## config.mk

```make
export PLATFORM = sky130hd
export DESIGN_NAME = addr_dehash
export DESIGN_NICKNAME = d
export VERILOG_FILES = /design/src/rtl/addr_dehash_pkg.sv /design/src/rtl/dehash_ctrl.sv /design/src/rtl/dehash_datapath.sv /design/src/rtl/addr_dehash.sv
export SDC_FILE = /design/constraint.sdc
export NUM_CORES = 1
export LEC_CHECK = 0
export BUFFER_PORTS_ARGS = -buffer_cell sky130_fd_sc_hd__buf_2
export CAP_MARGIN = 5
export CORE_ASPECT_RATIO = 0.8
export CORE_MARGIN = 2
export CORE_UTILIZATION = 25
export DETAILED_ROUTE_END_ITERATION = 10
export GPL_TIMING_DRIVEN = 1
export PLACE_DENSITY = 0.58
export RECOVER_POWER = 25
export SYNTH_ARGS = -nofsm -noshare
export SYNTH_HDL_FRONTEND = slang
export SYNTH_HIERARCHICAL = 1
export SYNTH_SLANG_ARGS = --single-unit
```

## constraint.sdc

```tcl
create_clock -name clk -period 3.2 [get_ports clk]
set_input_delay 0.16 -clock clk [delete_from_list [all_inputs] [get_ports clk]]
set_output_delay 0.16 -clock clk [all_outputs]
set_load 0.005 [all_outputs]
```

## src/rtl/addr_dehash_pkg.sv

```systemverilog
package addr_dehash_pkg;

  localparam int CHAN_BITS_MAX = 5;
  localparam int DIE_BITS_MAX  = 2;
  localparam int HASH_W        = 5;

  // hash enable indices
  localparam int EN_4K  = 0;
  localparam int EN_64K = 1;
  localparam int EN_2M  = 2;
  localparam int EN_1G  = 3;
  localparam int EN_1T  = 4;

  // term offsets for channel bits
  localparam int CH_4K_OFS  = 12;
  localparam int CH_64K_OFS = 15;
  localparam int CH_2M_OFS  = 22;
  localparam int CH_1G_OFS  = 29;
  localparam int CH_1TA_OFS = 36;
  localparam int CH_1TB_OFS = 43;
  localparam int CH_4K_LAST = 2;
  localparam int CH_BASE    = 8;
  localparam int CH_JUMP_I  = 4;
  localparam int CH_JUMP_POS = 14;

  // term offsets for die bits
  localparam int DIE_BASE    = 12;
  localparam int DIE_64K_OFS = 20;
  localparam int DIE_2M_OFS  = 27;
  localparam int DIE_1G_OFS  = 34;
  localparam int DIE_1T_OFS  = 41;

  localparam int REQ_POS  = 8;
  localparam int MIN_ADDR_W = 48;

  // span of positions that may ever be corrected
  localparam int FIX_LO = 8;
  localparam int FIX_HI = 14;

  typedef struct packed {
    logic [CHAN_BITS_MAX-1:0] chanEn;
    logic [DIE_BITS_MAX-1:0]  dieEn;
    logic                     fault;
  } dehash_strobes_t;

  function automatic int chanBasePos(input int i);
    return (i == CH_JUMP_I) ? CH_JUMP_POS : CH_BASE + i;
  endfunction

endpackage

```

## src/rtl/dehash_ctrl.sv

```systemverilog
module dehash_ctrl
  import addr_dehash_pkg::*;
#(
  parameter int CHAN_CNT_W = 6,
  parameter int DIE_CNT_W  = 3,
  parameter int SOCK_W     = 3,
  parameter int POS_W      = 6
) (
  input  logic                  clk,
  input  logic                  rst,
  input  logic [CHAN_CNT_W-1:0] chanCount,
  input  logic [DIE_CNT_W-1:0]  dieCount,
  input  logic [SOCK_W-1:0]     sockCount,
  input  logic [POS_W-1:0]      intlvPos,
  output dehash_strobes_t       strb
);

  logic [CHAN_BITS_MAX-1:0] chanMask;
  logic                     chanBad;
  logic [DIE_BITS_MAX-1:0]  dieMask;
  logic                     dieBad;
  logic                     posBad;
  logic                     sockBad;

  // channel count -> contiguous enable mask
  always_comb begin
    chanBad  = 1'b0;
    chanMask = '0;
    case (chanCount)
      CHAN_CNT_W'(8):  chanMask = 5'b00111;
      CHAN_CNT_W'(16): chanMask = 5'b01111;
      CHAN_CNT_W'(32): chanMask = 5'b11111;
      default:         chanBad  = 1'b1;
    endcase
  end

  // die count -> floor(log2) bits
  always_comb begin
    dieBad  = 1'b0;
    dieMask = '0;
    case (dieCount)
      DIE_CNT_W'(1): dieMask = 2'b00;
      DIE_CNT_W'(2): dieMask = 2'b01;
      DIE_CNT_W'(3): dieMask = 2'b01;
      DIE_CNT_W'(4): dieMask = 2'b11;
      default:       dieBad  = 1'b1;
    endcase
  end

  assign posBad  = (intlvPos != POS_W'(REQ_POS));
  assign sockBad = (sockCount != SOCK_W'(1));

  always_comb begin
    strb.fault  = chanBad | dieBad | posBad | sockBad;
    strb.chanEn = strb.fault ? '0 : chanMask;
    strb.dieEn  = strb.fault ? '0 : dieMask;
  end

  // a legal mapping always corrects at least the three low channel bits
  assert_chan_floor_R1: assert property (@(posedge clk) disable iff (rst)
    !strb.fault |-> (strb.chanEn[2:0] == 3'b111));

  // a second die bit never enabled without the first
  assert_die_order_R5: assert property (@(posedge clk) disable iff (rst)
    strb.dieEn[1] |-> strb.dieEn[0]);

endmodule

```

## src/rtl/dehash_datapath.sv

```systemverilog
module dehash_datapath
  import addr_dehash_pkg::*;
#(
  parameter int ADDR_W = 64
) (
  input  logic               clk,
  input  logic               rst,
  input  logic               validIn,
  input  logic [ADDR_W-1:0]  inAddr,
  input  logic [HASH_W-1:0]  hashEn,
  input  dehash_strobes_t    strb,
  output logic [ADDR_W-1:0]  outAddr,
  output logic               outErr,
  output logic               outValid
);

  localparam logic [ADDR_W-1:0] FIX_MASK =
    ((ADDR_W'(1) << (FIX_HI + 1)) - ADDR_W'(1)) & ~((ADDR_W'(1) << FIX_LO) - ADDR_W'(1));

  logic [CHAN_BITS_MAX:0][ADDR_W-1:0] chanStage;
  logic [DIE_BITS_MAX:0][ADDR_W-1:0]  dieStage;

  assign chanStage[0] = inAddr;

  // channel corrections, strictly in increasing order
  for (genvar gi = 0; gi < CHAN_BITS_MAX; gi++) begin : g_chan
    localparam int BASE   = chanBasePos(gi);
    localparam bit HAS4K  = (gi <= CH_4K_LAST);
    logic parity;
    logic [ADDR_W-1:0] cur;
    assign cur = chanStage[gi];
    assign parity = (HAS4K & hashEn[EN_4K] & cur[CH_4K_OFS + gi])
                  ^ (hashEn[EN_64K] & cur[CH_64K_OFS + gi])
                  ^ (hashEn[EN_2M]  & cur[CH_2M_OFS + gi])
                  ^ (hashEn[EN_1G]  & cur[CH_1G_OFS + gi])
                  ^ (hashEn[EN_1T]  & (cur[CH_1TA_OFS + gi] ^ cur[CH_1TB_OFS + gi]));
    assign chanStage[gi+1] = (strb.chanEn[gi] & parity) ? (cur ^ (ADDR_W'(1) << BASE)) : cur;
  end

  assign dieStage[0] = chanStage[CHAN_BITS_MAX];

  // die corrections follow all channel corrections
  for (genvar gd = 0; gd < DIE_BITS_MAX; gd++) begin : g_die
    localparam int BASE = DIE_BASE + gd;
    logic parity;
    logic [ADDR_W-1:0] cur;
    assign cur = dieStage[gd];
    assign parity = (hashEn[EN_64K] & cur[DIE_64K_OFS + gd])
                  ^ (hashEn[EN_2M]  & cur[DIE_2M_OFS + gd])
                  ^ (hashEn[EN_1G]  & cur[DIE_1G_OFS + gd])
                  ^ (hashEn[EN_1T]  & cur[DIE_1T_OFS + gd]);
    assign dieStage[gd+1] = (strb.dieEn[gd] & parity) ? (cur ^ (ADDR_W'(1) << BASE)) : cur;
  end

  always_ff @(posedge clk) begin
    if (rst) begin
      outAddr  <= '0;
      outErr   <= 1'b0;
      outValid <= 1'b0;
    end else begin
      outValid <= validIn;
      if (validIn) begin
        outErr  <= strb.fault;
        outAddr <= strb.fault ? inAddr : dieStage[DIE_BITS_MAX];
      end
    end
  end

  // only the select window may differ from the request
  assert_window_only_R7: assert property (@(posedge clk) disable iff (rst)
    validIn |=> (((outAddr ^ $past(inAddr)) & ~FIX_MASK) == '0));

  // with every enable clear nothing changes
  assert_no_enable_pass_R7: assert property (@(posedge clk) disable iff (rst)
    (validIn && hashEn == '0) |=> (outAddr == $past(inAddr)));

  // result strobe follows the request by one cycle
  assert_valid_follow_R10: assert property (@(posedge clk) disable iff (rst)
    validIn |=> outValid);

  // idle cycles keep the last result
  assert_idle_hold_R10: assert property (@(posedge clk) disable iff (rst)
    !validIn |=> (!outValid && $stable(outAddr) && $stable(outErr)));

endmodule

```

## src/rtl/addr_dehash.sv

```systemverilog
module addr_dehash
  import addr_dehash_pkg::*;
#(
  parameter int ADDR_W     = 64,
  parameter int CHAN_CNT_W = 6,
  parameter int DIE_CNT_W  = 3,
  parameter int SOCK_W     = 3,
  parameter int POS_W      = 6
) (
  input  logic                  clk,
  input  logic                  rst,
  input  logic                  validIn,
  input  logic [ADDR_W-1:0]     inAddr,
  input  logic [HASH_W-1:0]     hashEn,
  input  logic [CHAN_CNT_W-1:0] chanCount,
  input  logic [DIE_CNT_W-1:0]  dieCount,
  input  logic [SOCK_W-1:0]     sockCount,
  input  logic [POS_W-1:0]      intlvPos,
  output logic [ADDR_W-1:0]     outAddr,
  output logic                  outErr,
  output logic                  outValid
);

  dehash_strobes_t strb;

  dehash_ctrl #(
    .CHAN_CNT_W(CHAN_CNT_W),
    .DIE_CNT_W (DIE_CNT_W),
    .SOCK_W    (SOCK_W),
    .POS_W     (POS_W)
  ) u_ctrl (
    .clk      (clk),
    .rst      (rst),
    .chanCount(chanCount),
    .dieCount (dieCount),
    .sockCount(sockCount),
    .intlvPos (intlvPos),
    .strb     (strb)
  );

  dehash_datapath #(
    .ADDR_W(ADDR_W)
  ) u_dp (
    .clk     (clk),
    .rst     (rst),
    .validIn (validIn),
    .inAddr  (inAddr),
    .hashEn  (hashEn),
    .strb    (strb),
    .outAddr (outAddr),
    .outErr  (outErr),
    .outValid(outValid)
  );

  // a wrong interleave position yields an error and a pass-through
  assert_bad_pos_R8: assert property (@(posedge clk) disable iff (rst)
    (validIn && intlvPos != POS_W'(REQ_POS)) |=> (outErr && outAddr == $past(inAddr)));

  // unsupported channel counts are flagged
  assert_bad_chan_R9: assert property (@(posedge clk) disable iff (rst)
    (validIn && chanCount != CHAN_CNT_W'(8) && chanCount != CHAN_CNT_W'(16)
     && chanCount != CHAN_CNT_W'(32)) |=> (outErr && outAddr == $past(inAddr)));

endmodule

```

Yosys cells after proc, flatten, opt, wreduce, memory -nomap -nowiden
Cells that the tools add are included.
{"block": "classes", "reduce_logical": 3, "muxes": 14, "n_eq_ne": 9, "bitwise_logic": 77}
{"cell": "1-bit AND", "n": 38}
{"cell": "15-bit two-way mux", "n": 2}
{"cell": "1-bit XOR", "n": 29}
{"cell": "5-bit case mux with 3 select lines", "n": 1}
{"cell": "14-bit two-way mux", "n": 1}
{"cell": "13-bit two-way mux", "n": 1}
{"cell": "12-bit two-way mux", "n": 1}
{"cell": "11-bit two-way mux", "n": 1}
{"cell": "10-bit two-way mux", "n": 1}
{"cell": "9-bit two-way mux", "n": 1}
{"cell": "1-bit NOT", "n": 7}
{"cell": "3-bit by 2-bit == test with 1-bit output, second input constant", "n": 2}
{"cell": "6-bit by 4-bit == test with 1-bit output, second input constant", "n": 1}
{"cell": "6-bit by 5-bit == test with 1-bit output, second input constant", "n": 1}
{"cell": "6-bit == test, second input constant", "n": 1}
{"cell": "6-bit by 4-bit inequality test with 1-bit output, second input constant", "n": 1}
{"cell": "5-bit two-way mux", "n": 1}
{"cell": "2-bit case mux with 2 select lines", "n": 1}
{"cell": "4-bit OR reduction", "n": 1}
{"cell": "3-bit by 1-bit == test with 1-bit output, second input constant", "n": 1}
{"cell": "3-bit == test, second input constant", "n": 1}
{"cell": "3-bit by 1-bit inequality test with 1-bit output, second input constant", "n": 1}
{"cell": "1-bit bitwise OR", "n": 3}
{"cell": "3-bit OR reduction", "n": 1}
{"cell": "other kinds (3)", "n": 4}
{"block": "totals", "wordCells": 106, "register_bits": 66}

Depth between registers and ports, before layout
Gate-level depths: netlist (run 1).
{"block": "depth", "word_depth": 17, "ltp_mapped": 8}

Cells and area by module
The synthesis (run 1) kept the hierarchy.
{"module": "dehash_datapath", "instances": 1, "cells_per_inst": 288, "seq_area_each_um2": 1321.3, "area_per_inst_um2": 2787.7}
{"module": "dehash_ctrl", "instances": 1, "cells_per_inst": 25, "seq_area_each_um2": 0.0, "area_per_inst_um2": 175.2}

Worst setup path before layout (run 1)
OpenSTA, ideal clock, no wires.
{"block": "synth_path", "path_type": "input to register", "startpoint": "input port chanCount[1]", "endpoint": "register u_dp.outAddr[8]", "path_buffers": 1, "setup_slack_ns": 0.841, "required_time_ns": 3.109, "t_arrival_ns": 2.268, "path_stages": 7, "path_cell_list": "or3_4 or4b_1 buf_2 or3_1 nand2b_1 or3_1 a311oi_1"}
{"element": "from (decl)", "line_no": "addr_dehash.sv:15", "text": "input logic [CHAN_CNT_W-1:0] chanCount,"}
{"element": "to (signal assigned)", "line_no": "dehash_datapath.sv:64", "text": "outAddr <= strb.fault ? inAddr : dieStage[DIE_BITS_MAX];"}
{"element": "to (decl)", "line_no": "dehash_datapath.sv:12", "text": "output logic [ADDR_W-1:0] outAddr,"}

==> results of run 1 <==
cells by family (layout without fill, tap and decap cells):
logic type / count (synthesis) / count (layout) / synth area share, %
AO/OA/AOI/OAI: 17 / 17 / 4.18
AND/OR/NAND/NOR: 128 / 128 / 19.0
XOR/XNOR: 26 / 26 / 10.0
buffers and inverters: 18 / 171 / 2.58
multiplexers: 58 / 58 / 19.6
flip-flops: 66 / 66 / 44.6
synth_stat cells (all sizes together):
master,instances
a2111oi,1
a311oi,7
buf,9
clkbuf,9
dfxtp,66
mux2i,58
nand2,33
nand2b,8
nand4,1
nor2,66
nor2b,2
nor3,1
nor4,4
o21a,1
o21ai,8
or3,11
or3b,1
or4b,1
xnor2,11
xnor3,5
xor2,10
per-layer routing:
layer  global-route usage [%]  routed length [um]
met5                        0                   0
met4                     5.30                 153
met2                     19.9                3540
met1                     17.0                3960
met3                     4.91                 644
worst max path at each step:
stage / startpoint / slack, ps / to
global placement: chanCount[1] / 620 / u_dp/outAddr[10]
detailed placement: chanCount[1] / 550 / u_dp/outAddr[14]
global route: chanCount[1] / 740 / u_dp/outAddr[9]
finish: chanCount[1] / 860 / u_dp/outAddr[14]
CTS: chanCount[1] / 870 / u_dp/outAddr[14]
floorplan: chanCount[1] / 840 / u_dp/outAddr[8]
area by class of cell:
| cell class | count | area, sq um |
|---|---|---|
| fillers | 1199 | 7390 |
| multi-input cells | 229 | 1570 |
| flip-flops and latches | 66 | 1320 |
| repair buffers | 155 | 758 |
| clock buffers | 9 | 225 |
| well taps | 148 | 185 |
| clock inverters | 7 | 70.1 |
registers in the layout (all words and copies together) (netlist names):
signal         flops
u_dp/outAddr      64
u_dp/outErr        1
u_dp/outValid      1
through the flow:
stage          hold slack, ps  setup slack (ps)
2_1_floorplan             307               841
3_3_place_gp              396               619
3_5_place_dp              403               549
4_1_cts                  54.5               874
5_1_grt                  61.7               745
6_report                 67.7               861
power groups by stage:
stage | Clock [W] | Sequential [W] | Combinational [W]
floorplan | 0 | 0.000918 | 0.000170
global placement | 0 | 0.000912 | 0.000328
detailed placement | 0 | 0.000914 | 0.000333
CTS | 0.00101 | 0.000896 | 0.000334
global route | 0.00105 | 0.000902 | 0.000363
finish | 0.000969 | 0.000896 | 0.000324
worst max-delay path, cell delays in order:
cell      delay (ps)
buf_2            100
or3_4            380
or4b_1           600
or3_1            490
nand2b_1         200
or3_1            360
a311oi_1         270
cells in the final DEF (no fill, tap or decap), drive strengths merged, types with 5 or more instances in the layout:
| master | netlist | layout |
|---|---|---|
| a311oi | 7 | 7 |
| buf | 9 | 139 |
| clkbuf | 9 | 25 |
| dfxtp | 66 | 66 |
| mux2i | 58 | 58 |
| nand2 | 33 | 33 |
| nand2b | 8 | 8 |
| nor2 | 66 | 66 |
| o21ai | 8 | 8 |
| or3 | 11 | 11 |
| xnor2 | 11 | 11 |
| xnor3 | 5 | 5 |
| xor2 | 10 | 10 |
==> flow_summary.ini, run 1 <==
[pwr]
intPower_w = 0.00164
total_leakage_power_nw = 2.02
power_frac_comb_pct = 14.8
clkPwrFrac_pct = 44.3
switchingPower_w = 0.000553
power_frac_seq_pct = 40.9
report.power.total_w = 0.00219
ir_worst_vdd_uv = 218
swShare_pct = 25.3
power_density_nw_per_um2 = 531

[sta]
post-route-period-util_pct = 73.1
setup_tns_ps = 0
clock_skew_ps = 0
hold_viol = 0
max_slew_margin_pct = 18.4
fmax_mhz = 427
worstMarginPinSlew_ps = 1220
period_needed_ps = 2340
slew_violations = 0
setup_violations = 0
rsz0062_at_grt = false

[cells_and_area]
antennaDiodeCount = 0
final_area_sq_um = 4130
layout.nets = 551
fin_util_pct = 35.8
fin_cells = 614
final_layout_size_suffix_gt1_share_pct = 34.1
area_growth_pct = 39.2

[worst_setup_path]
reg2reg_to = u_dp/outAddr[14]
reg2reg_depth = 2
crit_path_max_fanout = 8
r2r-start = u_dp/outAddr[14]
reg2reg_slack_ps = 2440
worstSetupStartpointType = primary input
setup.worst_path.class = primary input to flop
required_ps = 3420
end_kind = flop
cp_data_arrival_time_ps = 2560

[floorplanning]
start_util_pct = 25.7
coreArea_sq_um = 11500
ios = 156
die_w_um = 126
core.rowCount = 35
fp.dieH_um = 101
dieArea_sq_um = 12700

[synth]
netlist_instances = 313
syn_area_sq_um = 2960
ys_top_cells_by_area = dfxtp_1 45%, mux2i_1 20%, nor2_1 8.4%
synth_seq_cells = 66
avgSynthCellArea_sq_um = 9.47
yosys_warnings = 6
synth_cell_types = 25
synth_area_leader_cell = dfxtp_1
seq_area_frac_synth_pct = 44.6
synth_top_area_share_pct = 44.6
syn-num-nets = 403

[route]
drc = 0
wl_per_cell_um = 13.5
vias_per_cell = 4.31
drt_iter0_markers = 60
drt-total-wl_mm = 8.30
num_vias = 2648
drtAntennaViolNets = 0
first_pass_iters = 4

[place]
hpwl_mm = 6.32
gp_congestion = 0.750
io_buffers = 155
post_dp_cell_area_sq_um = 3850
place_inst = 598

[clock_network]
cts_root_buf = clkbuf_16
cts_setup_buffers = 0
cts_sinks = 66
cts_max_level = 3
clk_latency_ps = 330
ctsResizeCount = 0
cts_tree = done
cts_made_buffers = 9
hold_buffers = 0
clk_pin_slew_worst_paths_ps = 60
clockBufferDepth = 2

[global_route]
grt_pass1_vias = 2519
grt_pass1_wl_mm = 12.9
grt_max_degree = 74
antenna_found_initial = 0
track_usage_pct = 13.1
grt-ovfl-total = 0

[hold_path]
hold_depth = 3
min_from = inAddr[7]
min_to = u_dp/outAddr[7]
hp-class = primary input to flop

[job]
drv_cap = 0

[run_status]
status = completed
No activity file was read; power rests on OpenSTA's default activity.
==> run 2: changes to the inputs <==
==> constraint.sdc (replaced) <==
create_clock -name clk -period 2.3 [get_ports clk]
set_input_delay 0.115 -clock clk [delete_from_list [all_inputs] [get_ports clk]]
set_output_delay 0.115 -clock clk [all_outputs]
set_load 0.005 [all_outputs]
==> run 2 against run 1 <==
Critical path type unchanged. Die area unchanged. Wire length increased by 1.6%. Sequential share of layout area decreased by 0.36 points. Core utilization increased by 0.41 points. Highest routed layer unchanged. Via count increased by 1.8%. Power increased by 34%.
==> flow_summary.ini, run 2 (same netlist as run 1, synthesis figures left out) <==
[hold_path]
hold_depth = 3
hp-class = primary input to flop

[sta]
setup_tns_ps = 0
worst_slack_ps = 218
slew_violations = 0
period_needed_ps = 2080
post-route-period-util_pct = 90.5
hold_viol = 0
rsz0062_at_grt = false
setup_violations = 0
fmax_mhz = 480
clock_skew_ps = 0
worstMarginPinSlew_ps = 1420
max_slew_margin_pct = 5.32

[global_route]
grt_max_degree = 32
grt_pass1_wl_mm = 13.0
track_usage_pct = 13.1
antenna_found_initial = 0
grt_pass1_vias = 2565
grt-ovfl-total = 0

[pwr]
switchingPower_w = 0.000768
ir_worst_vdd_uv = 296
total_leakage_power_nw = 2.09
power_density_nw_per_um2 = 705
intPower_w = 0.00217
swShare_pct = 26.1
power_frac_seq_pct = 42.4
clkPwrFrac_pct = 42.0
power_frac_comb_pct = 15.6

[place]
gp_congestion = 0.758
io_buffers = 155
hpwl_mm = 6.57
place_ws_ps = -93.2
post_dp_cell_area_sq_um = 3920

[clock_network]
clockBufferDepth = 2
cts_tree = done
cts_setup_buffers = 0
clk_pin_slew_worst_paths_ps = 50
cts_max_level = 3
clk_latency_ps = 320
cts_root_buf = clkbuf_16
ctsResizeCount = 0
cts_sinks = 66
cts_made_buffers = 9
hold_buffers = 0

[cells_and_area]
regMostFlops = u_dp/outAddr
final_area_sq_um = 4170
area_growth_pct = 40.8
layout_common_cells = 149 x buf_2, 66 x nor2_1, 66 x dfxtp_1, 58 x mux2i_1, 33 x nand2_1
fin_util_pct = 36.2
nFillCells = 1170
layout.nets = 559
antennaDiodeCount = 0
final_layout_size_suffix_gt1_share_pct = 37.3
largest_reg_flops = 64
final_common_cell = buf_2
top_regs = u_dp/outAddr x64, u_dp/outErr x1, u_dp/outValid x1

[floorplanning]
core.rowCount = 35
dieArea_sq_um = 12700
coreArea_sq_um = 11500
start_util_pct = 25.7
die_w_um = 126
fp.dieH_um = 101
ios = 156

[route]
drt_iter0_markers = 96
num_vias = 2696
vias_per_cell = 4.33
drt-met1-wl_mm = 4.06
highest_layer = met4
wl_per_cell_um = 13.5
wl_met2_mm = 3.62
wl_met3_um = 637
drt-total-wl_mm = 8.43
drtAntennaViolNets = 0
first_pass_iters = 4
drc = 0

[job]
drv_cap = 0

[worst_setup_path]
setup.worst_path.class = primary input to flop
crit_path_max_fanout = 8
endpoint = u_dp/outAddr[14]
required_ps = 2510
r2r-start = u_dp/outAddr[14]
worstSetupStartpointType = primary input
cp_data_arrival_time_ps = 2300
reg2reg_slack_ps = 1570
reg2reg_depth = 2
reg2reg_to = u_dp/outAddr[14]
startpoint = chanCount[1]
end_kind = flop

[run_status]
status = completed
run 2: layout make-up:
| cell class | count | area (sq um) | share of cell area (%) |
|---|---|---|---|
| Clock buffer | 9 | 225 | 5.40 |
| Clock inverter | 7 | 46.3 | 1.11 |
| Multi-Input combinational cell | 229 | 1570 | 37.6 |
| Sequential cell | 66 | 1320 | 31.7 |
| Tap cell | 148 | 185 | 4.44 |
| Timing Repair Buffer | 163 | 825 | 19.8 |
run 2: worst min path at each step:
stage	startpoint	endpoint
3_5_place_dp	inAddr[1]	u_dp/outAddr[1]
3_3_place_gp	inAddr[52]	u_dp/outAddr[52]
5_1_grt	inAddr[61]	u_dp/outAddr[61]
2_1_floorplan	inAddr[42]	u_dp/outAddr[42]
6_report	inAddr[1]	u_dp/outAddr[1]
4_1_cts	inAddr[52]	u_dp/outAddr[52]
run 2: through the flow:
stage               instances  hold slack, ps  power [W]
finish                    622            25.2    0.00294
floorplan                 313             262    0.00151
global route              622            26.8    0.00310
global placement          606             350    0.00173
detailed placement        606             362    0.00174
CTS                       622            7.54    0.00300
run 2: metal layers:
metal | global-route usage (%) | up-vias
met5 | 0 | -
met4 | 3.93 | 0
met3 | 4.44 | 11
met2 | 20.2 | 94
met1 | 17.4 | 1222
li1 | - | 1369
run 2: power by group through the flow:
| stage | Sequential [W] | Combinational [W] | Clock [W] |
|---|---|---|---|
| finish | 0.00125 | 0.000459 | 0.00123 |
| floorplan | 0.00128 | 0.000236 | 0 |
| global placement | 0.00127 | 0.000461 | 0 |
| global route | 0.00125 | 0.000509 | 0.00133 |
| detailed placement | 0.00127 | 0.000469 | 0 |
| CTS | 0.00125 | 0.000470 | 0.00129 |
run 2: worst max-delay path, cell delays in order:
cell	delay (ps)
buf_2	90
or3_4	370
or4b_1	500
or3_4	430
nand2b_1	170
or3_1	350
a311oi_1	270
